**config.mk**
```make
export PLATFORM = sky130hd
export DESIGN_NAME = ctx_slot_dir
export DESIGN_NICKNAME = d
export VERILOG_FILES = /design/src/rtl/ctx_dir_pkg.sv /design/src/rtl/ctx_tag_store.sv /design/src/rtl/ctx_match_scan.sv /design/src/rtl/ctx_lfsr.sv /design/src/rtl/ctx_victim_pick.sv /design/src/rtl/ctx_slot_dir.sv
export SDC_FILE = /design/constraint.sdc
export NUM_CORES = 2
export LEC_CHECK = 0
export BUFFER_PORTS_ARGS = -buffer_cell sky130_fd_sc_hd__clkbuf_2
export CAP_MARGIN = 20
export CORE_ASPECT_RATIO = 0.6
export CORE_MARGIN = 5
export CORE_UTILIZATION = 60
export CTS_CLUSTER_DIAMETER = 40
export DETAILED_ROUTE_END_ITERATION = 8
export PLACE_DENSITY = 0.78
export RECOVER_POWER = 100
export SETUP_SLACK_MARGIN = 0.2
export SLEW_MARGIN = 20
export SYNTH_ARGS = -nofsm -noshare
export SYNTH_HDL_FRONTEND = slang
export SYNTH_SLANG_ARGS = --single-unit
```
**constraint.sdc**
```tcl
create_clock -name clk -period 84 [get_ports clk]
set_input_delay 8.4 -clock clk [delete_from_list [all_inputs] [get_ports clk]]
set_output_delay 8.4 -clock clk [all_outputs]
set_load 0.01 [all_outputs]
```
**src/rtl/ctx_dir_pkg.sv**
```systemverilog
package ctx_dir_pkg;
    typedef enum logic {
        ST_IDLE = 1'b0,
        ST_RESP = 1'b1
    } dir_state_e;
endpackage

```
**src/rtl/ctx_tag_store.sv**
```systemverilog
module ctx_tag_store #(
    parameter int SLOTS    = 64,
    parameter int HANDLE_W = 16,
    localparam int SLOT_W  = $clog2(SLOTS)
) (
    input  logic                              clk,
    input  logic                              rst_n,
    input  logic                              wr_en,
    input  logic [SLOT_W-1:0]                 wr_slot,
    input  logic [HANDLE_W-1:0]               wr_handle,
    input  logic                              wr_valid,
    output logic [SLOTS-1:0]                  valid_vec,
    output logic [SLOTS-1:0][HANDLE_W-1:0]    handle_arr
);
    always_ff @(posedge clk) begin
        if (!rst_n) begin
            valid_vec  <= '0;
            handle_arr <= '0;
        end else if (wr_en) begin
            valid_vec[wr_slot]  <= wr_valid;
            handle_arr[wr_slot] <= wr_handle;
        end
    end


    reset_invalid_chk: assert property (@(posedge clk)
        !rst_n |=> valid_vec == '0);
endmodule

```
**src/rtl/ctx_match_scan.sv**
```systemverilog
module ctx_match_scan #(
    parameter int SLOTS    = 64,
    parameter int HANDLE_W = 16,
    localparam int SLOT_W  = $clog2(SLOTS)
) (
    input  logic [SLOTS-1:0]                  valid_vec,
    input  logic [SLOTS-1:0][HANDLE_W-1:0]    handle_arr,
    input  logic [HANDLE_W-1:0]               key,
    output logic                              found,
    output logic [SLOT_W-1:0]                 idx
);
    logic [SLOTS-1:0] eq_vec;

    for (genvar g = 0; g < SLOTS; g++) begin : g_cmp
        assign eq_vec[g] = valid_vec[g] && (handle_arr[g] == key);
    end

    // Ascending walk: a later (higher) match overwrites, so the top index wins.
    always_comb begin
        found = 1'b0;
        idx   = '0;
        for (int i = 0; i < SLOTS; i++) begin
            if (eq_vec[i]) begin
                found = 1'b1;
                idx   = SLOT_W'(i);
            end
        end
    end
endmodule

```
**src/rtl/ctx_lfsr.sv**
```systemverilog
module ctx_lfsr #(
    parameter int              RND_W = 16,
    parameter logic [RND_W-1:0] TAPS = 16'hB400,
    parameter logic [RND_W-1:0] SEED = 16'hACE1
) (
    input  logic             clk,
    input  logic             rst_n,
    output logic [RND_W-1:0] rnd
);
    logic fb;
    assign fb = ^(rnd & TAPS);

    always_ff @(posedge clk) begin
        if (!rst_n) rnd <= SEED;
        else        rnd <= {rnd[RND_W-2:0], fb};
    end


    lfsr_nonzero_chk: assert property (@(posedge clk) disable iff (!rst_n)
        rnd != '0 |=> rnd != '0);
endmodule

```
**src/rtl/ctx_victim_pick.sv**
```systemverilog
module ctx_victim_pick #(
    parameter int SLOTS    = 64,
    parameter int RND_W    = 16,
    localparam int SLOT_W  = $clog2(SLOTS),
    localparam int WIRED_W = SLOT_W + 1
) (
    input  logic [RND_W-1:0]   rnd,
    input  logic [WIRED_W-1:0] wired,
    output logic [SLOT_W-1:0]  victim,
    output logic               none
);
    logic [RND_W-1:0] span;
    logic [RND_W-1:0] rem;
    logic [RND_W-1:0] sum;

    always_comb begin
        none   = (wired >= WIRED_W'(SLOTS));
        span   = none ? RND_W'(1) : (RND_W'(SLOTS) - RND_W'(wired));
        rem    = rnd % span;
        sum    = rem + RND_W'(wired);
        victim = none ? '0 : sum[SLOT_W-1:0];
    end
endmodule

```
**src/rtl/ctx_slot_dir.sv**
```systemverilog
module ctx_slot_dir
    import ctx_dir_pkg::*;
#(
    parameter int SLOTS    = 64,
    parameter int HANDLE_W = 16,
    parameter int RND_W    = 16,
    localparam int SLOT_W  = $clog2(SLOTS),
    localparam int WIRED_W = SLOT_W + 1
) (
    input  logic                clk,
    input  logic                rst_n,
    input  logic                lookup_req,
    input  logic [HANDLE_W-1:0] lookup_handle,
    input  logic                tag_we,
    input  logic [SLOT_W-1:0]   tag_slot,
    input  logic [HANDLE_W-1:0] tag_handle,
    input  logic                tag_valid,
    input  logic                wired_we,
    input  logic [WIRED_W-1:0]  wired_count_in,
    output logic [WIRED_W-1:0]  wired_count,
    output logic                done,
    output logic                hit,
    output logic [SLOT_W-1:0]   hit_slot,
    output logic [SLOT_W-1:0]   victim_slot,
    output logic                no_victim
);
    dir_state_e state_q, state_d;

    logic [SLOTS-1:0]               valid_vec;
    logic [SLOTS-1:0][HANDLE_W-1:0] handle_arr;
    logic                           m_found;
    logic [SLOT_W-1:0]              m_idx;
    logic [RND_W-1:0]               rnd;
    logic [SLOT_W-1:0]              v_idx;
    logic                           v_none;
    logic [WIRED_W-1:0]             wired_q;

    ctx_tag_store #(.SLOTS(SLOTS), .HANDLE_W(HANDLE_W)) u_store (
        .clk(clk), .rst_n(rst_n),
        .wr_en(tag_we), .wr_slot(tag_slot), .wr_handle(tag_handle), .wr_valid(tag_valid),
        .valid_vec(valid_vec), .handle_arr(handle_arr)
    );

    ctx_match_scan #(.SLOTS(SLOTS), .HANDLE_W(HANDLE_W)) u_scan (
        .valid_vec(valid_vec), .handle_arr(handle_arr), .key(lookup_handle),
        .found(m_found), .idx(m_idx)
    );

    ctx_lfsr #(.RND_W(RND_W)) u_rnd (
        .clk(clk), .rst_n(rst_n), .rnd(rnd)
    );

    ctx_victim_pick #(.SLOTS(SLOTS), .RND_W(RND_W)) u_pick (
        .rnd(rnd), .wired(wired_q), .victim(v_idx), .none(v_none)
    );

    always_ff @(posedge clk) begin
        if (!rst_n) wired_q <= '0;
        else if (wired_we) wired_q <= wired_count_in;
    end
    assign wired_count = wired_q;

    // State register
    always_ff @(posedge clk) begin
        if (!rst_n) state_q <= ST_IDLE;
        else        state_q <= state_d;
    end

    always_comb begin
        state_d = state_q;
        unique case (state_q)
            ST_IDLE: state_d = lookup_req ? ST_RESP : ST_IDLE;
            ST_RESP: state_d = lookup_req ? ST_RESP : ST_IDLE;
            default: state_d = ST_IDLE;
        endcase
    end

    // Output registers: captured on the request cycle, held otherwise
    always_ff @(posedge clk) begin
        if (!rst_n) begin
            hit         <= 1'b0;
            hit_slot    <= '0;
            victim_slot <= '0;
            no_victim   <= 1'b0;
        end else if (lookup_req) begin
            hit         <= m_found;
            hit_slot    <= m_found ? m_idx : '0;
            victim_slot <= m_found ? '0 : v_idx;
            no_victim   <= m_found ? 1'b0 : v_none;
        end
    end

    assign done = (state_q == ST_RESP);


    done_follow_chk: assert property (@(posedge clk) disable iff (!rst_n)
        lookup_req |=> done);

    done_quiet_chk: assert property (@(posedge clk) disable iff (!rst_n)
        !lookup_req |=> !done);

    victim_range_chk: assert property (@(posedge clk) disable iff (!rst_n)
        (done && !hit && !no_victim) |-> ({1'b0, victim_slot} >= $past(wired_q)));

    no_victim_chk: assert property (@(posedge clk) disable iff (!rst_n)
        (done && !hit) |-> (no_victim == ($past(wired_q) >= WIRED_W'(SLOTS))));

    hold_chk: assert property (@(posedge clk) disable iff (!rst_n)
        !lookup_req |=> $stable({hit, hit_slot, victim_slot, no_victim}));
endmodule

```
==> results.md <==
- Startpoint type of the worst setup path: flop
- Clock root cell: clkbuf_16
- Post-route ant nets: 0
- Die ar.: 115000 µm²
- Pins Over Slew Limit: 1186
- EDFF count, synth: 0
- Slew headroom: -5.59
- Worst hold path depth: 2
- Worst Path Required: 84.61 ns
- Simple-gate portion of the synthesized area: 0.263
- PortBufs: 72
- Least-Margin Pin Slew: 9.89 ns
- Unrepaired setup endpoints after global routing: false
- Netlist cell types: 89
- Main combinational cell family by area after synthesis: simple AND/OR/NAND/NOR gates
- Area delta synth->final: 8.11%
- Largest net degree at the start of global routing: 279
- Setup TNS: 0 ns
- Vias per std cell: 6.32
- Post-synthesis adder-cell area fraction: 0.0291
- Violated checks: max-capacitance violations, max-slew violations
- CTS resizes: 0
- Post-Syn Area per Cell: 7.82 µm²
- Complex-gate fraction of the synthesized area: 0.170
- Worst setup EP type: flop
- Dpl hpwl: 140000 µm
- Most common cell after layout, fill and taps aside: nand2_1
- R2R setup slack: 48.41 ns
- Async S/R FF share, synth: 0
- Worst skew pair latency: 0.77 ns
- Post-route design area: 70200 µm²
- Share of cells above drive strength 1: 0.0593
- Register area share after synthesis: 0.347
- Post-route insts no fill: 9620
- Critical path class: flop to flop
- Final GP Congestion: 0.981
- Nets: 8284
- Clk slew on worst S/H paths: 0.07 ns
- Die Y: 265 µm
- Commonest cells after routing, fill and taps aside: nand2_1 (2567), dfxtp_1 (1126), a21boi_0 (1093)
- Crit path max fanout: 24
- # IOs: 73
- Mux share of post-synthesis cell area: 0.00561
- Seq cells post-synth: 1126
- Register area: 22500 µm²
- Post-DP Area: 65900 µm²
- Max cap viols: 11
- Status: finished, violations left
- Std cell rows: 93
- Final Hold Vio Count: 0
- CTS Buffer Depth: 3
- Crit path from: wired_count[6]
- Post-CTS setup buffers: 0
- CTS tree: built
- Drt drc: 0
- R2R depth: 120
- Most common cell on crit path: ha_1
- Die X: 435 µm
- CTS Buf Count: 117
- Syn Inst Count: 8300
- GRT Total Usage: 0.384
- Clk sink count: 1126
- Vias: 60800
- Per-cell routed wire length: 24.0 µm
- Worst Hold Class: flop to flop
- Top_reg_cell synth: dfxtp_1
- H-tree levels: 3
- CP max-delay cell: a2111oi_0
- Worst clock skew: 0.0401 ns
- Post-Synth XOR/XNOR Area: 0.149
- Crit. path cell count: 120
- Slowest stage delay, CP: 1.13 ns
- Fill count: 8985
- First-pass GRT wire length: 342000 µm
- Inst Count DP: 9388
- Global route overflow: 0
- Tcrit/Tclk final: 0.424
- Worst setup endpoint: victim_slot[5]
- Initial antenna violation count: 8
- Critical path arrival: 36.20 ns
- Initial Util: 0.605
- PnR worst setup slack: 48.41 ns
- Reg2reg end: victim_slot[5]
- Routed wire length: 231000 µm
- Post-cts hold buffer count: 0
- DRT iter0 DRCs: 8833
- # setup viols final: 0
- Core area: 107000 µm²
- Area taken by multi-input logic gates: 40400 µm²
- Vias in the first global route: 55900
- Place WS: 51.17 ns
- Crit path buf inv count: 9
- RR Startpoint: wired_count[6]
- Syn Std Cell Area: 64900 µm²
- Cell family with most CP delay: compound AO/OA/AOI/OAI gates
- Period minus WS final: 35.59 ns
- Yosys warns: 0
- Fmax: 28.1 MHz
- DRT Pass-1 Iters: 6
==> cell usage after synthesis (all sizes together) (51+ instances only) <==
cell	number	share of area
nand2	2569	0.15
xor2	556	0.075
a21boi	1093	0.13
nor2	244	0.014
xnor2	549	0.074
nand2b	77	0.0074
nor3	75	0.0060
a21oi	96	0.0074
buf	116	0.0090
inv	51	0.0029
nand3	107	0.0082
ha	148	0.029
or4	59	0.0069
nand4	146	0.014
clkbuf	421	0.024
o21ai	69	0.0054
nor4	238	0.023
dfxtp	1126	0.35
==> flip-flops by register name (all words and copies together), names as in the netlist <==
| name | count |
|---|---|
| u_rnd.rnd | 16 |
| done | 1 |
| victim_slot | 6 |
| hit | 1 |
| no_victim | 1 |
| hit_slot | 6 |
| u_store.valid_vec | 64 |
| wired_count | 7 |
| u_store.handle_arr | 1024 |
==> final cells by class <==
class,count,area share
clock inverters,74,0.0137
repair buffers,153,0.0151
well taps,1425,0.0254
clock buffers,144,0.0456
multi-input cells,6634,0.576
inverters,51,0.00273
diodes,13,0.000463
flip-flops and latches,1126,0.321
==> worst min-delay path, stage by stage, from the launching register on <==
cell and delay, ns:
dfxtp_1 0.32, nand2_1 0.05, a21boi_0 0.06
==> metal layers <==
metal,vias to the layer above,wire [µm],global-route usage,part of all wire
met5,-,9,0,0.000039
met3,791,37200,0.123,0.16
met1,28600,94700,0.560,0.41
met4,2,10400,0.145,0.045
met2,3970,88300,0.522,0.38
li1,27500,-,-,-
==> through the flow <==
stage	util	hold WS, ns
detailed placement	0.614	0.469
global placement	0.614	0.452
finish	0.654	0.479
global route	0.653	0.492
CTS	0.653	0.477
floorplan	-	0.433
==> logic make-up (layout without fill, tap and decap cells) <==
family | Yosys count | count (layout)
buffers and inverters | 588 | 422
XOR/XNOR | 1105 | 1105
AND/OR/NAND/NOR | 3791 | 3791
other | 1 | 62
adder cells (fa/ha/maj) | 150 | 150
multiplexers | 34 | 34
flip-flops | 1126 | 1126
AO/OA/AOI/OAI | 1505 | 1505
==> worst min path at each step <==
stage | slack (ns) | start | end
floorplan | 0.43 | u_rnd.rnd[9] | u_rnd.rnd[10]
global placement | 0.45 | u_store.valid_vec[0] | u_store.valid_vec[0]
CTS | 0.48 | u_store.handle_arr[864] | u_store.handle_arr[864]
global route | 0.49 | u_store.handle_arr[703] | u_store.handle_arr[703]
detailed placement | 0.47 | u_store.handle_arr[886] | u_store.handle_arr[886]
finish | 0.48 | u_store.handle_arr[391] | u_store.handle_arr[391]
Power is left out: the tool's default activity adds up to more than one toggle a clock period on the data nets, which glitch-free logic cannot reach.
